$ cat src/rtl/wilk_pkg.sv
package wilk_pkg;

  typedef enum logic [1:0] {
    PH_IDLE   = 2'd0,
    PH_ACCEPT = 2'd1,
    PH_LOCK   = 2'd2
  } phase_t;

  // Converts a duration in microseconds into whole clock cycles, at least one.
  function automatic int us_to_cycles(input longint clk_hz, input longint us);
    longint c;
    c = ((clk_hz / 1000) * us) / 1000;
    if (c < 1) c = 1;
    return int'(c);
  endfunction

endpackage

$ cat src/rtl/wilk_sync.sv
module wilk_sync #(
  parameter int W      = 1,
  parameter int STAGES = 2
) (
  input  logic         clk,
  input  logic         rst,
  input  logic [W-1:0] d,
  output logic [W-1:0] q
);
  logic [W-1:0] chain [STAGES];

  generate
    for (genvar s = 0; s < STAGES; s++) begin : g_stage
      if (s == 0) begin : g_first
        always_ff @(posedge clk) begin
          if (rst) chain[0] <= '0;
          else     chain[0] <= d;
        end
      end else begin : g_next
        always_ff @(posedge clk) begin
          if (rst) chain[s] <= '0;
          else     chain[s] <= chain[s-1];
        end
      end
    end
  endgenerate

  assign q = chain[STAGES-1];
endmodule

$ cat src/rtl/wilk_gate_seq.sv
module wilk_gate_seq
  import wilk_pkg::*;
#(
  parameter int ACC_CYC  = 100,
  parameter int DEAD_CYC = 2000
) (
  input  logic clk,
  input  logic rst,
  input  logic trig_rise,
  output logic start_o,
  output logic gate_o,
  output logic busy_o
);
  localparam int MAXC = (ACC_CYC > DEAD_CYC) ? ACC_CYC : DEAD_CYC;
  localparam int TW   = $clog2(MAXC + 1);
  localparam logic [TW-1:0] ACC_LOAD  = TW'(ACC_CYC - 1);
  localparam logic [TW-1:0] DEAD_LOAD = TW'(DEAD_CYC - 1);

  phase_t        phase_q, phase_d;
  logic [TW-1:0] tmr_q, tmr_d;

  always_comb begin
    phase_d = phase_q;
    tmr_d   = tmr_q;
    start_o = 1'b0;
    unique case (phase_q)
      PH_IDLE: begin
        if (trig_rise) begin
          phase_d = PH_ACCEPT;
          tmr_d   = ACC_LOAD;
          start_o = 1'b1;
        end
      end
      PH_ACCEPT: begin
        if (tmr_q == '0) begin
          phase_d = PH_LOCK;
          tmr_d   = DEAD_LOAD;
        end else begin
          tmr_d = tmr_q - 1'b1;
        end
      end
      PH_LOCK: begin
        if (tmr_q == '0) phase_d = PH_IDLE;
        else             tmr_d   = tmr_q - 1'b1;
      end
      default: phase_d = PH_IDLE;
    endcase
  end

  always_ff @(posedge clk) begin
    if (rst) begin
      phase_q <= PH_IDLE;
      tmr_q   <= '0;
      gate_o  <= 1'b0;
      busy_o  <= 1'b0;
    end else begin
      phase_q <= phase_d;
      tmr_q   <= tmr_d;
      gate_o  <= (phase_d == PH_ACCEPT);
      busy_o  <= (phase_d != PH_IDLE);
    end
  end

  // the acceptance window is left only for the lockout
  a_r3_accept_to_lock: assert property (@(posedge clk) disable iff (rst)
    (phase_q == PH_ACCEPT) |=> (phase_q == PH_ACCEPT || phase_q == PH_LOCK));

  // no new acceptance straight out of the lockout
  a_r4_no_retrigger: assert property (@(posedge clk) disable iff (rst)
    (phase_q == PH_LOCK) |=> (phase_q != PH_ACCEPT));

  // the switch closes only after an idle cycle
  a_r2_gate_from_idle: assert property (@(posedge clk) disable iff (rst)
    $rose(gate_o) |-> ($past(phase_q) == PH_IDLE));
endmodule

$ cat src/rtl/wilk_cascade_cnt.sv
module wilk_cascade_cnt #(
  parameter int CNT_W   = 8,
  parameter int STAGE_W = 4
) (
  input  logic             clk,
  input  logic             rst,
  input  logic             clr,
  input  logic             en,
  output logic [CNT_W-1:0] cnt_o,
  output logic             full_o
);
  localparam int NST = CNT_W / STAGE_W;

  logic [NST:0]         carry;
  logic [STAGE_W-1:0]   stg [NST];

  assign full_o   = &cnt_o;
  assign carry[0] = en & ~full_o;

  generate
    for (genvar i = 0; i < NST; i++) begin : g_nib
      assign carry[i+1] = carry[i] & (&stg[i]);
      always_ff @(posedge clk) begin
        if (rst || clr)    stg[i] <= '0;
        else if (carry[i]) stg[i] <= stg[i] + 1'b1;
      end
      assign cnt_o[i*STAGE_W +: STAGE_W] = stg[i];
    end
  endgenerate

  // one step per enabled cycle below full scale
  a_r5_step: assert property (@(posedge clk) disable iff (rst)
    (!clr && en && !full_o) |=> (cnt_o == $past(cnt_o) + 1'b1));

  // full scale holds
  a_r7_saturate: assert property (@(posedge clk) disable iff (rst)
    (!clr && full_o) |=> full_o);

  // upper stages move only on the low stage carry
  a_r10_carry: assert property (@(posedge clk) disable iff (rst)
    (!clr && !(&cnt_o[STAGE_W-1:0])) |=> $stable(cnt_o[CNT_W-1:STAGE_W]));
endmodule

$ cat src/rtl/wilk_conv_ctrl.sv
module wilk_conv_ctrl
  import wilk_pkg::*;
#(
  parameter longint CLK_HZ    = 200_000_000,
  parameter longint ACCEPT_US = 100,
  parameter longint DEAD_US   = 2000,
  parameter int     CNT_W     = 8,
  parameter int     STAGE_W   = 4
) (
  input  logic             clk,
  input  logic             rst,
  input  logic             trig_in,
  input  logic             cmp_in,
  output logic             gate_o,
  output logic             busy_o,
  output logic [CNT_W-1:0] chan_o,
  output logic             chan_ovf_o,
  output logic             chan_vld_o
);
  localparam int ACC_CYC  = us_to_cycles(CLK_HZ, ACCEPT_US);
  localparam int DEAD_CYC = us_to_cycles(CLK_HZ, DEAD_US);

  logic [1:0]       sync_q;
  logic             trig_s, cmp_s, trig_d, cmp_d;
  logic             trig_rise, start, armed, seen, cnt_en, fall;
  logic [CNT_W-1:0] cnt;
  logic             full;

  wilk_sync #(.W(2), .STAGES(2)) u_sync (
    .clk(clk), .rst(rst), .d({trig_in, cmp_in}), .q(sync_q)
  );
  assign trig_s = sync_q[1];
  assign cmp_s  = sync_q[0];

  always_ff @(posedge clk) begin
    if (rst) begin
      trig_d <= 1'b0;
      cmp_d  <= 1'b0;
    end else begin
      trig_d <= trig_s;
      cmp_d  <= cmp_s;
    end
  end

  assign trig_rise = trig_s & ~trig_d;

  wilk_gate_seq #(.ACC_CYC(ACC_CYC), .DEAD_CYC(DEAD_CYC)) u_seq (
    .clk(clk), .rst(rst), .trig_rise(trig_rise),
    .start_o(start), .gate_o(gate_o), .busy_o(busy_o)
  );

  assign cnt_en = armed & cmp_s;
  assign fall   = armed & seen & cmp_d & ~cmp_s;

  wilk_cascade_cnt #(.CNT_W(CNT_W), .STAGE_W(STAGE_W)) u_cnt (
    .clk(clk), .rst(rst), .clr(start), .en(cnt_en),
    .cnt_o(cnt), .full_o(full)
  );

  always_ff @(posedge clk) begin
    if (rst) begin
      armed      <= 1'b0;
      seen       <= 1'b0;
      chan_o     <= '0;
      chan_ovf_o <= 1'b0;
      chan_vld_o <= 1'b0;
    end else begin
      chan_vld_o <= 1'b0;
      if (start) begin
        armed <= 1'b1;
        seen  <= 1'b0;
      end else if (fall) begin
        armed      <= 1'b0;
        chan_o     <= cnt;
        chan_ovf_o <= full;
        chan_vld_o <= 1'b1;
      end else begin
        if (cnt_en)  seen  <= 1'b1;
        if (!busy_o) armed <= 1'b0;
      end
    end
  end

  // switch closed implies a busy conversion
  a_r2_gate_busy: assert property (@(posedge clk) disable iff (rst)
    gate_o |-> busy_o);

  // strobe lasts one cycle
  a_r6_vld_single: assert property (@(posedge clk) disable iff (rst)
    chan_vld_o |=> !chan_vld_o);

  // a strobe needs an armed conversion
  a_r8_vld_armed: assert property (@(posedge clk) disable iff (rst)
    $rose(chan_vld_o) |-> $past(armed));

  // overflow only with the full-scale channel
  a_r7_ovf_full: assert property (@(posedge clk) disable iff (rst)
    chan_ovf_o |-> (&chan_o));
endmodule

$ cat config.mk
export PLATFORM = sky130hd
export DESIGN_NAME = wilk_conv_ctrl
export DESIGN_NICKNAME = d
export VERILOG_FILES = /design/src/rtl/wilk_pkg.sv /design/src/rtl/wilk_sync.sv /design/src/rtl/wilk_gate_seq.sv /design/src/rtl/wilk_cascade_cnt.sv /design/src/rtl/wilk_conv_ctrl.sv
export SDC_FILE = /design/constraint.sdc
export NUM_CORES = 1
export LEC_CHECK = 0
export CORE_UTILIZATION = 40
export CTS_CLUSTER_DIAMETER = 30
export DETAILED_ROUTE_END_ITERATION = 6
export DONT_BUFFER_PORTS = 1
export PLACE_DENSITY = 0.64
export SETUP_SLACK_MARGIN = 0.3
export SLEW_MARGIN = 20
export SYNTH_ARGS = -nofsm -noshare
export SYNTH_HDL_FRONTEND = slang
export SYNTH_SLANG_ARGS = --single-unit
$ cat constraint.sdc
create_clock -name clk -period 2.8 [get_ports clk]
set_input_delay 0.56 -clock clk [delete_from_list [all_inputs] [get_ports clk]]
set_output_delay 0.56 -clock clk [all_outputs]
set_load 0.05 [all_outputs]
==> results of run 1 <==
## worst max-delay path, cell delays in order (launching register included)
cell and delay, ps:
dfxtp_1 320, inv_1 130, ha_1 240, or4b_4 550, or4_1 520, o41ai_1 290, o2111ai_1 150, nand3_1 100
## area by class of cell
class                   instances  area (um2)  share of cell area [%]
clock inverters                 3        22.5                   0.854
clock buffers                   5        68.8                    2.61
flip-flops and latches         49        1060                    40.2
well taps                      75        93.8                    3.56
inverters                      14        52.6                    1.99
repair buffers                  6        45.0                    1.71
multi-input cells             191        1290                    49.0
## synthesized netlist by cell type, types with 3 or more instances
cell type,n,area (um2)
a211oi_1,5,37.5
o22ai_1,5,31.3
or4_1,5,37.5
a31oi_1,6,37.5
nand2_1,10,37.5
clkbuf_1,7,26.3
nand3_1,6,30.0
inv_1,14,52.6
nand2b_1,3,18.8
or3_1,6,37.5
a22o_1,9,78.8
dfxtp_1,41,821
nor3_1,9,45.0
o21ai_0,13,65.1
nor2b_1,8,50.1
ha_1,8,100
nor4_1,4,25.0
edfxtp_1,8,240
o2bb2ai_1,4,35.0
nor2_1,28,105
a21oi_1,18,90.1
## logic make-up (layout without fill, tap and decap cells)
logic type	count (synthesis)	count (layout)	synth area share, %
and+or+nand+nor	93	93	20.6
AOI/OAI and AO/OA	86	86	25.8
DFF	49	49	43.5
buffers and inverters	25	28	4.57
adders and majority gates	8	8	4.10
xor gates and xnor gates	4	4	1.44
## how the worst min path moves through the flow
stage | from | end | slack (ps) | depth (start not counted)
after detailed placement | u_sync.chain[0][1] | u_sync.chain[1][1] | 420 | 1
final | rst | u_sync.chain[1][1] | 310 | 1
after CTS | rst | u_seq.tmr_q[3] | 300 | 1
after global routing | rst | u_sync.chain[0][1] | 300 | 1
after floorplan | u_sync.chain[0][0] | u_sync.chain[1][0] | 410 | 1
after global placement | u_sync.chain[0][1] | u_sync.chain[1][1] | 410 | 1
## state kept, by name, indices dropped and copies added, names as in the netlist, 2 cells and up
name,count
u_seq.tmr_q,19
chan_o,8
u_cnt.stg,8
u_sync.chain,4
u_seq.phase_q,2
## per-layer routing
metal  track usage (%)  share of wire [%]  vias to the layer above
met5                 0                  0                        -
met4              6.43                1.4                        0
met1              22.4                 45                      913
met3              3.86                5.5                       10
li1                  -                  -                     1000
met2              29.8                 48                       53
## metrics by stage
step | util (%) | hold slack [ps] | std cells | total power, mW | setup slack, ps
2_1_floorplan | - | 414 | 265 | 1.06 | 490
3_3_place_gp | 42.7 | 414 | 334 | 1.14 | 290
3_5_place_dp | 42.7 | 425 | 334 | 1.14 | 307
4_1_cts | 44.3 | 303 | 342 | 1.57 | 348
5_1_grt | 44.8 | 296 | 343 | 1.66 | 292
6_report | 44.8 | 312 | 343 | 1.56 | 443
## report_power, final
| part | internal (mW) | switching, mW | leakage [nW] | total [mW] |
|---|---|---|---|---|
| Combinational | 0.130 | 0.231 | 0.496 | 0.361 |
| Clock | 0.177 | 0.244 | 0.0481 | 0.422 |
| Sequential | 0.744 | 0.0367 | 0.417 | 0.781 |
| Total | 1.05 | 0.512 | 0.961 | 1.56 |
## timing repair
item                       4_1_cts  5_1_grt
buffers inserted                 0        1
setup endpoints to repair        1       16
pin swaps                        0        1
gates cloned                     0        0
gates resized for setup          1        3
==> results.ini, run 1 <==
[critical_path]
cp-endpoint=u_seq.tmr_q[14]
cp_max_fo=9
r2r-start=u_seq.tmr_q[0]
critPathLaunch=u_seq.tmr_q[0]
r2r_end=u_seq.tmr_q[14]
r2r_setup_slack_ps=440
rr_worst_depth=7
cp.arrival_ps=2610
worstPathRequired_ps=3050
critPathKind=reg -> reg
start_kind=flop
endpoint_kind=flop

[job]
maxCapViolations=0

[sta]
fmax_ghz=0.424
fin_setup_tns_ps=0
slew_headroom_pct=46.3
drv_slew=0
setup_viol_count_final=0
min_period_over_period_pct=84.2
rsz0062_at_grt=no
tightest_slew_ps=799
finClkSkew_ps=4.22
final_hold_viol_count=0
finalCriticalPeriod_ps=2360

[cts]
clk_pin_slew_worst_paths_ps=90
clk_latency_ps=310
cts_tree=done
cts_sinks=49
numCtsBuffers=5
clk_path_buf_depth=2
cts_root_buffer=clkbuf_8
cts_hold_buffers=0
h-tree-depth=2

[detailed_routing]
wirelength_um=5170
drc=0
wl_per_cell_um=15.1
drtIter0Drc=76
viasPerCell=5.76
drt_pass1_iterations=4
ant_nets=0
via_count=1976

[yosys]
synth.ff_latch_count=49
synth_cells=265
yosysSeqAreaShare_pct=43.5
synth_flop_cell=dfxtp_1
yosys.cell_types.count=55
synth_area_um2=2440
syn-num-nets=277
synth_warnings=0
async_reset_ff_share_pct=0
synth_edf_count=8
syn_avg_cell_area_um2=9.20

[finish]
fin_area_um2=2640
nFillCells=574
drive_above_1_share_pct=10.1
layout_commonest_cell=dfxtp_1
antenna_cells=0
area_delta_synth_final_pct=8.11
layout.nets=279
final_cell_mix=dfxtp_1 (41), nor2_1 (28), a21oi_1 (18), inv_1 (14), o21ai_0 (13)

[floorplan]
dieArea_um2=6410
die_y_um=80.1
die_w_um=80.1
initial_utilization_pct=41.4
io_pins=16
core_area_um2=5890
rows=28

[placed_design]
port_buffers=0
place_area_um2=2510
gp_congestion=0.819
dpl.hpwl_um=3570

[power]
powerDensity_nw_per_um2=593
peakVddDrop_mv=0.278
leakage_nw=0.961

[grt]
track_usage_pct=17.8
grt_pass1_vias=1916
grt_antenna_before_repair=0
grt_remaining_overflow=0
grt_max_degree=29
grt_pass1_wl_um=8910

[run_status]
status=finished, final reports clean

[hold_path]
hp-class=in -> reg

Power figures use the tool's default switching activity.
==> inputs of run 2 (changes only) <==
--- a/config.mk
+++ b/config.mk
@@ -5,6 +5,7 @@
 export SDC_FILE = /design/constraint.sdc
 export NUM_CORES = 1
 export LEC_CHECK = 0
+export ABC_AREA = 1
 export CORE_UTILIZATION = 40
 export CTS_CLUSTER_DIAMETER = 30
 export DETAILED_ROUTE_END_ITERATION = 6
==> constraint.sdc (replaced) <==
create_clock -name clk -period 2.2 [get_ports clk]
set_input_delay 0.44 -clock clk [delete_from_list [all_inputs] [get_ports clk]]
set_output_delay 0.44 -clock clk [all_outputs]
set_load 0.05 [all_outputs]
==> run 2 against run 1 <==
Against the previous run:
- clock power up 39%
- global-route usage down 1.2 points
- first-iteration DRC count up 91%
- wire length up 5.4%
- via count up 12%
- worst setup slack worse by 33 ps
- combinational power up 35%
- sequential share of layout area down 2.7 points
- die area up 7.2%
- sequential power up 28%
- synthesized cell count up 38%
- register-to-register slack worse by 30 ps
- highest routed layer unchanged
==> results.ini, run 2 <==
[run_status]
status=finished, final reports clean

[critical_path]
slowest_stage=edfxtp_1
cp.arrival_ps=1770  ; -840 ps
critPathKind=reg -> reg
critical_path.max_stage_delay_ps=440  ; -110 ps
cp_max_fo=4  ; -5
critPathBufInv=0  ; -1
critical-path-top-delay-family=flip-flops
cp_cell_sequence=ha_1, nand2_1, nor2_1, nand3_1, nand3_1, o31ai_2
start_kind=flop
path_depth=6  ; -1
rr_worst_depth=6  ; -1
endpoint_kind=flop
cpMostUsedCell=nand3_1
worstPathRequired_ps=2180  ; -870 ps

[grt]
grt_antenna_before_repair=0  ; unchanged
grt_pass1_vias=2100  ; +9.6%
grt_remaining_overflow=0  ; unchanged
grt_max_degree=20  ; -31%
track_usage_pct=16.6  ; -1.2 points
grt_pass1_wl_um=9450  ; +6.0%

[sta]
setup_viol_count_final=0  ; unchanged
finClkSkew_ps=5.09  ; +0.870 ps
final_hold_viol_count=0  ; unchanged
rsz0062_at_grt=no
drv_slew=0  ; unchanged
tightest_slew_ps=527  ; -272 ps
slew_headroom_pct=64.8  ; +18 points
finalCriticalPeriod_ps=1790  ; -567 ps
min_period_over_period_pct=81.4  ; -2.8 points
fin_setup_tns_ps=0  ; unchanged
fmax_ghz=0.559  ; +32%

[yosys]
synth_edf_count=8  ; unchanged
yosys-top-cells-count=nand2_1 (80), nor2_1 (75), dfxtp_1 (41), inv_1 (41), nand3_1 (29)
syn-num-nets=378  ; +36%
synth_top_area_share_pct=31.4  ; -2.3 points
async_reset_ff_share_pct=0  ; unchanged
synth_area_um2=2620  ; +7.3%
syn_avg_cell_area_um2=7.15  ; -22%
yosysMostFrequentCell=nand2_1
synth_area_leaders=dfxtp_1 (31%), nand2_1 (11%), nor2_1 (11%)
synth_top_cell_by_area=dfxtp_1
yosysSeqAreaShare_pct=40.5  ; -3.0 points
yosys.cell_types.count=33  ; -40%
synth_warnings=0  ; unchanged
synth_cells=366  ; +38%
synth.ff_latch_count=49  ; unchanged
synth_flop_cell=dfxtp_1

[floorplan]
core_area_um2=6350  ; +7.9%
die_w_um=82.9  ; +3.5%
dieArea_um2=6870  ; +7.2%
rows=29  ; +3.6%
die_y_um=82.9  ; +3.5%
io_pins=16  ; unchanged
initial_utilization_pct=41.2  ; -0.21 points

[cts]
cts_root_buffer=clkbuf_8
numCtsBuffers=5  ; unchanged
clk_latency_ps=310  ; about the same
cts_hold_buffers=0  ; unchanged
clk_pin_slew_worst_paths_ps=100  ; about the same
cts_tree=done
cts_sinks=49  ; unchanged
clk_path_buf_depth=2  ; unchanged
h-tree-depth=2  ; unchanged

[finish]
top_register=u_seq.tmr_q
largest_reg_flops=19  ; unchanged
final_cell_mix=nand2_1 (80), nor2_1 (74), dfxtp_1 (41), inv_1 (40), nand3_1 (29)
top_regs=u_seq.tmr_q (19), chan_o (8), u_cnt.stg (8)
layout.nets=383  ; +37%
layout_commonest_cell=nand2_1
fin_area_um2=2830  ; +7.3%
area_delta_synth_final_pct=8.03  ; about the same
layout.cells.non_filler=449  ; +31%
antenna_cells=0  ; unchanged
drive_above_1_share_pct=10.2  ; +0.14 points
seq_area_um2=1060  ; unchanged
nFillCells=631  ; +9.9%
multi_input_area_um2=1370  ; +5.7%

[power]
powerDensity_nw_per_um2=735  ; +24%
peakVddDrop_mv=0.429  ; +55%
leakage_nw=1.30  ; +35%

[detailed_routing]
via_count=2207  ; +12%
wirelength_um=5440  ; +5.4%
drc=0  ; unchanged
wl_per_cell_um=12.1  ; -20%
viasPerCell=4.92  ; -15%
ant_nets=0  ; unchanged
drt_pass1_iterations=4  ; unchanged
drtIter0Drc=145  ; +91%

[placed_design]
dp.cells=439  ; +31%
gp_congestion=0.916  ; +12%
port_buffers=0  ; unchanged
place_area_um2=2690  ; +7.3%
dpl.hpwl_um=4060  ; +14%

[hold_path]
whs_path_depth=1  ; unchanged
hp-class=in -> reg

[job]
maxCapViolations=0  ; unchanged

## run 2: cell count changes after synthesis, moves of 9 or more
cell and delta:
a22o_1 -9, nand3_1 +23, nand2_1 +70, inv_1 +27
nor2_1 +47, o21ai_1 +10
## run 2: path summary, 6_finish.rpt
kind | start | end | slack (ps)
setup / recovery | u_cnt.stg[0][0] | u_cnt.stg[1][2] | 410
hold / removal | rst | u_sync.chain[0][0] | 180
setup reg to reg | u_cnt.stg[0][0] | u_cnt.stg[1][2] | 410
hold reg to reg | u_sync.chain[0][1] | u_sync.chain[1][1] | 410
## run 2: through the flow
step	util, %	total power [mW]	hold WS (ps)	setup slack [ps]
2_1_floorplan	-	1.41	388	470
3_3_place_gp	42.4	1.49	391	371
3_5_place_dp	42.4	1.49	396	261
4_1_cts	44.0	2.08	168	343
5_1_grt	44.5	2.20	167	303
6_report	44.5	2.08	177	410
## run 2: what timing repair did
action,CTS,global route
setup endpoints to repair,4,17
buffers inserted,0,2
pin swaps,0,1
gates cloned,0,0
resized for setup,1,4
hold endpoints to repair,0,0
## run 2: per-layer routing
metal  vias to the layer above  wire (um)  GRT usage [%]
met3                         7        233           2.88
met4                         0         75           5.33
li1                       1164          -              -
met1                       993       2610           21.8
met2                        43       2520           27.8
met5                         -          0              0
## run 2: cells by family (layout without fill, tap and decap cells)
family,count (synthesis),in the layout,synth area share [%]
AOI/OAI and AO/OA,41,41,8.70
DFF,49,49,40.5
buffers and inverters,52,58,8.08
xor gates and xnor gates,5,5,1.67
and+or+nand+nor,211,211,37.2
adders and majority gates,8,8,3.82
## run 2: area by class of cell
cell class                 count  area share [%]
multi-input combinational    265            48.3
sequential                    49            37.5
inverter                      45            5.97
tap                           77            3.41
clock buffer                   5            2.43
timing repair buffer           5            1.33
clock inverter                 3            1.02
## run 2: power breakdown
part / switching (mW) / total, mW / internal [mW]
clock: 0.348 / 0.588 / 0.241
sequential: 0.0531 / 1.00 / 0.950
combinational: 0.317 / 0.486 / 0.169
total: 0.718 / 2.08 / 1.36
==> inputs of run 3 (changes only) <==
--- a/config.mk
+++ b/config.mk
@@ -10,7 +10,7 @@
 export CTS_CLUSTER_DIAMETER = 30
 export DETAILED_ROUTE_END_ITERATION = 6
 export DONT_BUFFER_PORTS = 1
-export PLACE_DENSITY = 0.64
+export PLACE_DENSITY = 0.66
 export SETUP_SLACK_MARGIN = 0.3
 export SLEW_MARGIN = 20
 export SYNTH_ARGS = -nofsm -noshare
==> constraint.sdc (replaced) <==
create_clock -name clk -period 1.5 [get_ports clk]
set_input_delay 0.3 -clock clk [delete_from_list [all_inputs] [get_ports clk]]
set_output_delay 0.3 -clock clk [all_outputs]
set_load 0.05 [all_outputs]
==> run 3 against run 2 <==
Against the previous run:
- the flow now finishes with violations (negative setup slack)
- clock power rose by 61%
- cell count rose by 12%
- flip-flop and latch count did not move
- critical endpoint is now u_cnt.stg[1][0]
- combinational power rose by 130%
- sequential power rose by 47%
- utilization rose by 13 points
- via count rose by 12%
- total power rose by 70%
==> results.ini, run 3 (synthesis gave the netlist of run 2 again) <==
[cts]
cts_hold_buffers=0  ; unchanged
cts_root_buffer=clkbuf_8
clk_latency_ps=300  ; about the same
numCtsBuffers=5  ; unchanged
cts_sinks=49  ; unchanged
clk_pin_slew_worst_paths_ps=90  ; about the same
h-tree-depth=2  ; unchanged
cts_tree=done
clk_path_buf_depth=2  ; unchanged

[placed_design]
port_buffers=0  ; unchanged
place_ws_ps=-123  ; -385 ps
gp_congestion=0.872  ; -4.8%
dpl.hpwl_um=4440  ; +9.1%

[finish]
top_regs=u_seq.tmr_q (19), chan_o (8), u_cnt.stg (8)
nFillCells=546  ; -13%
antenna_cells=0  ; unchanged
fin_util_pct=57.8  ; +13 points
layout.nets=438  ; +14%
final_cell_mix=nor2_1 (58), nand2_1 (55), buf_4 (51), inv_1 (29), dfxtp_1 (24)
top_register=u_seq.tmr_q
layout_commonest_cell=nor2_1
largest_reg_flops=19  ; unchanged
multi_input_area_um2=1710  ; +25%
drive_above_1_share_pct=44.0  ; +34 points
seq_area_um2=1090  ; +2.5%
area_delta_synth_final_pct=40.2

[critical_path]
slowest_stage=edfxtp_1
cp_max_fo=4  ; unchanged
r2r-start=u_cnt.stg[1][1]
worstPathRequired_ps=1480  ; -700 ps
cp.arrival_ps=1580  ; -190 ps
critical_path.max_stage_delay_ps=420  ; -20 ps
cpMostUsedCell=nand3_4
endpoint_kind=flop
critPathBufInv=1  ; +1
cp_cell_sequence=ha_2, nand2_1, inv_2, nand3_4, nand3_4, o31ai_4
critical-path-top-delay-family=flip-flops
critPathLaunch=u_cnt.stg[1][1]
critPathKind=reg -> reg
start_kind=flop

[detailed_routing]
drtIter0Drc=116  ; -20%
ant_nets=0  ; unchanged
wirelength_um=6450  ; +18%
via_count=2464  ; +12%
drc=0  ; unchanged
viasPerCell=4.89  ; -0.54%
drt_pass1_iterations=4  ; unchanged
wl_per_cell_um=12.8  ; +5.5%

[grt]
track_usage_pct=19.6  ; +3.0 points
grt_remaining_overflow=0  ; unchanged
grt_pass1_vias=2470  ; +18%
grt_pass1_wl_um=11000  ; +17%
grt_antenna_before_repair=0  ; unchanged
grt_max_degree=20  ; unchanged

[sta]
tightest_slew_ps=318  ; -209 ps
final_hold_viol_count=0  ; unchanged
fmax_ghz=0.626  ; +12%
finClkSkew_ps=2.42  ; -2.68 ps
drv_slew=0  ; unchanged
fin_setup_tns_ps=-1060  ; -1060 ps
min_period_over_period_pct=106  ; +25 points
slew_headroom_pct=78.8  ; +14 points
setup_viol_count_final=21  ; +21
rsz0062_at_grt=yes
finalWorstSetupSlack_ps=-97.3  ; -507 ps
finalCriticalPeriod_ps=1600  ; -193 ps

[floorplan]
die_y_um=82.9  ; unchanged
core_area_um2=6350  ; unchanged
initial_utilization_pct=41.2  ; unchanged
dieArea_um2=6870  ; unchanged
io_pins=16  ; unchanged
die_w_um=82.9  ; unchanged
rows=29  ; unchanged

[run_status]
violations=negative setup slack
status=complete, but fails checks

[power]
leakage_nw=1.66  ; +28%
powerDensity_nw_per_um2=961  ; +31%
peakVddDrop_mv=0.499  ; +16%

[hold_path]
min_from=rst
hp-class=in -> reg

[job]
maxCapViolations=0  ; unchanged

run 3: cell types whose count changed in the layout (fill, tap and decap cells not counted), sizes merged:
cell / delta
bufinv: +1
inv: -3
clkinv: +1
buf: +55
clkbuf: +1
run 3: routing by layer:
| layer | share of wire, % | track usage (%) | vias to the layer above |
|---|---|---|---|
| li1 | - | - | 1280 |
| met1 | 46 | 25.2 | 1134 |
| met2 | 49 | 33.2 | 35 |
| met3 | 3.6 | 3.68 | 15 |
| met4 | 2.1 | 6.11 | 0 |
| met5 | 0 | 0 | - |
run 3: layout make-up:
cell class,count,share of cell area [%]
clock buffer,6,1.98
inverter,45,5.08
clock inverter,2,1.06
timing repair buffer,60,13.2
tap,77,2.62
sequential,49,29.6
multi-input combinational,265,46.5
run 3: final timing paths:
kind                        end  slack (ps)  cells after the start
min reg2reg  u_sync.chain[1][1]         410                      2
max reg2reg     u_cnt.stg[1][0]        -100                      6
max             u_cnt.stg[1][0]        -100                      6
min              u_seq.tmr_q[6]          50                      1
run 3: where the power goes:
group / switching, mW / total (mW) / internal (mW)
combinational: 0.626 / 1.11 / 0.487
clock: 0.448 / 0.949 / 0.501
sequential: 0.0729 / 1.47 / 1.39
run 3: what timing repair did:
| action | 4_1_cts | 5_1_grt |
|---|---|---|
| cloned | 1 | 0 |
| pin swaps | 22 | 18 |
| gates resized for setup | 78 | 45 |
| endpoints found under the setup margin | 61 | 50 |
| setup buffers | 7 | 4 |
run 3: stage by stage:
step           area, um2  total power [mW]  hold slack [ps]  cells
2_1_floorplan       2710              2.10              388    366
3_3_place_gp        3110              2.39              367    484
3_5_place_dp        3110              2.40              372    484
4_1_cts             3490              3.47             38.7    500
5_1_grt             3670              3.74             30.3    504
6_report            3670              3.53             45.5    504
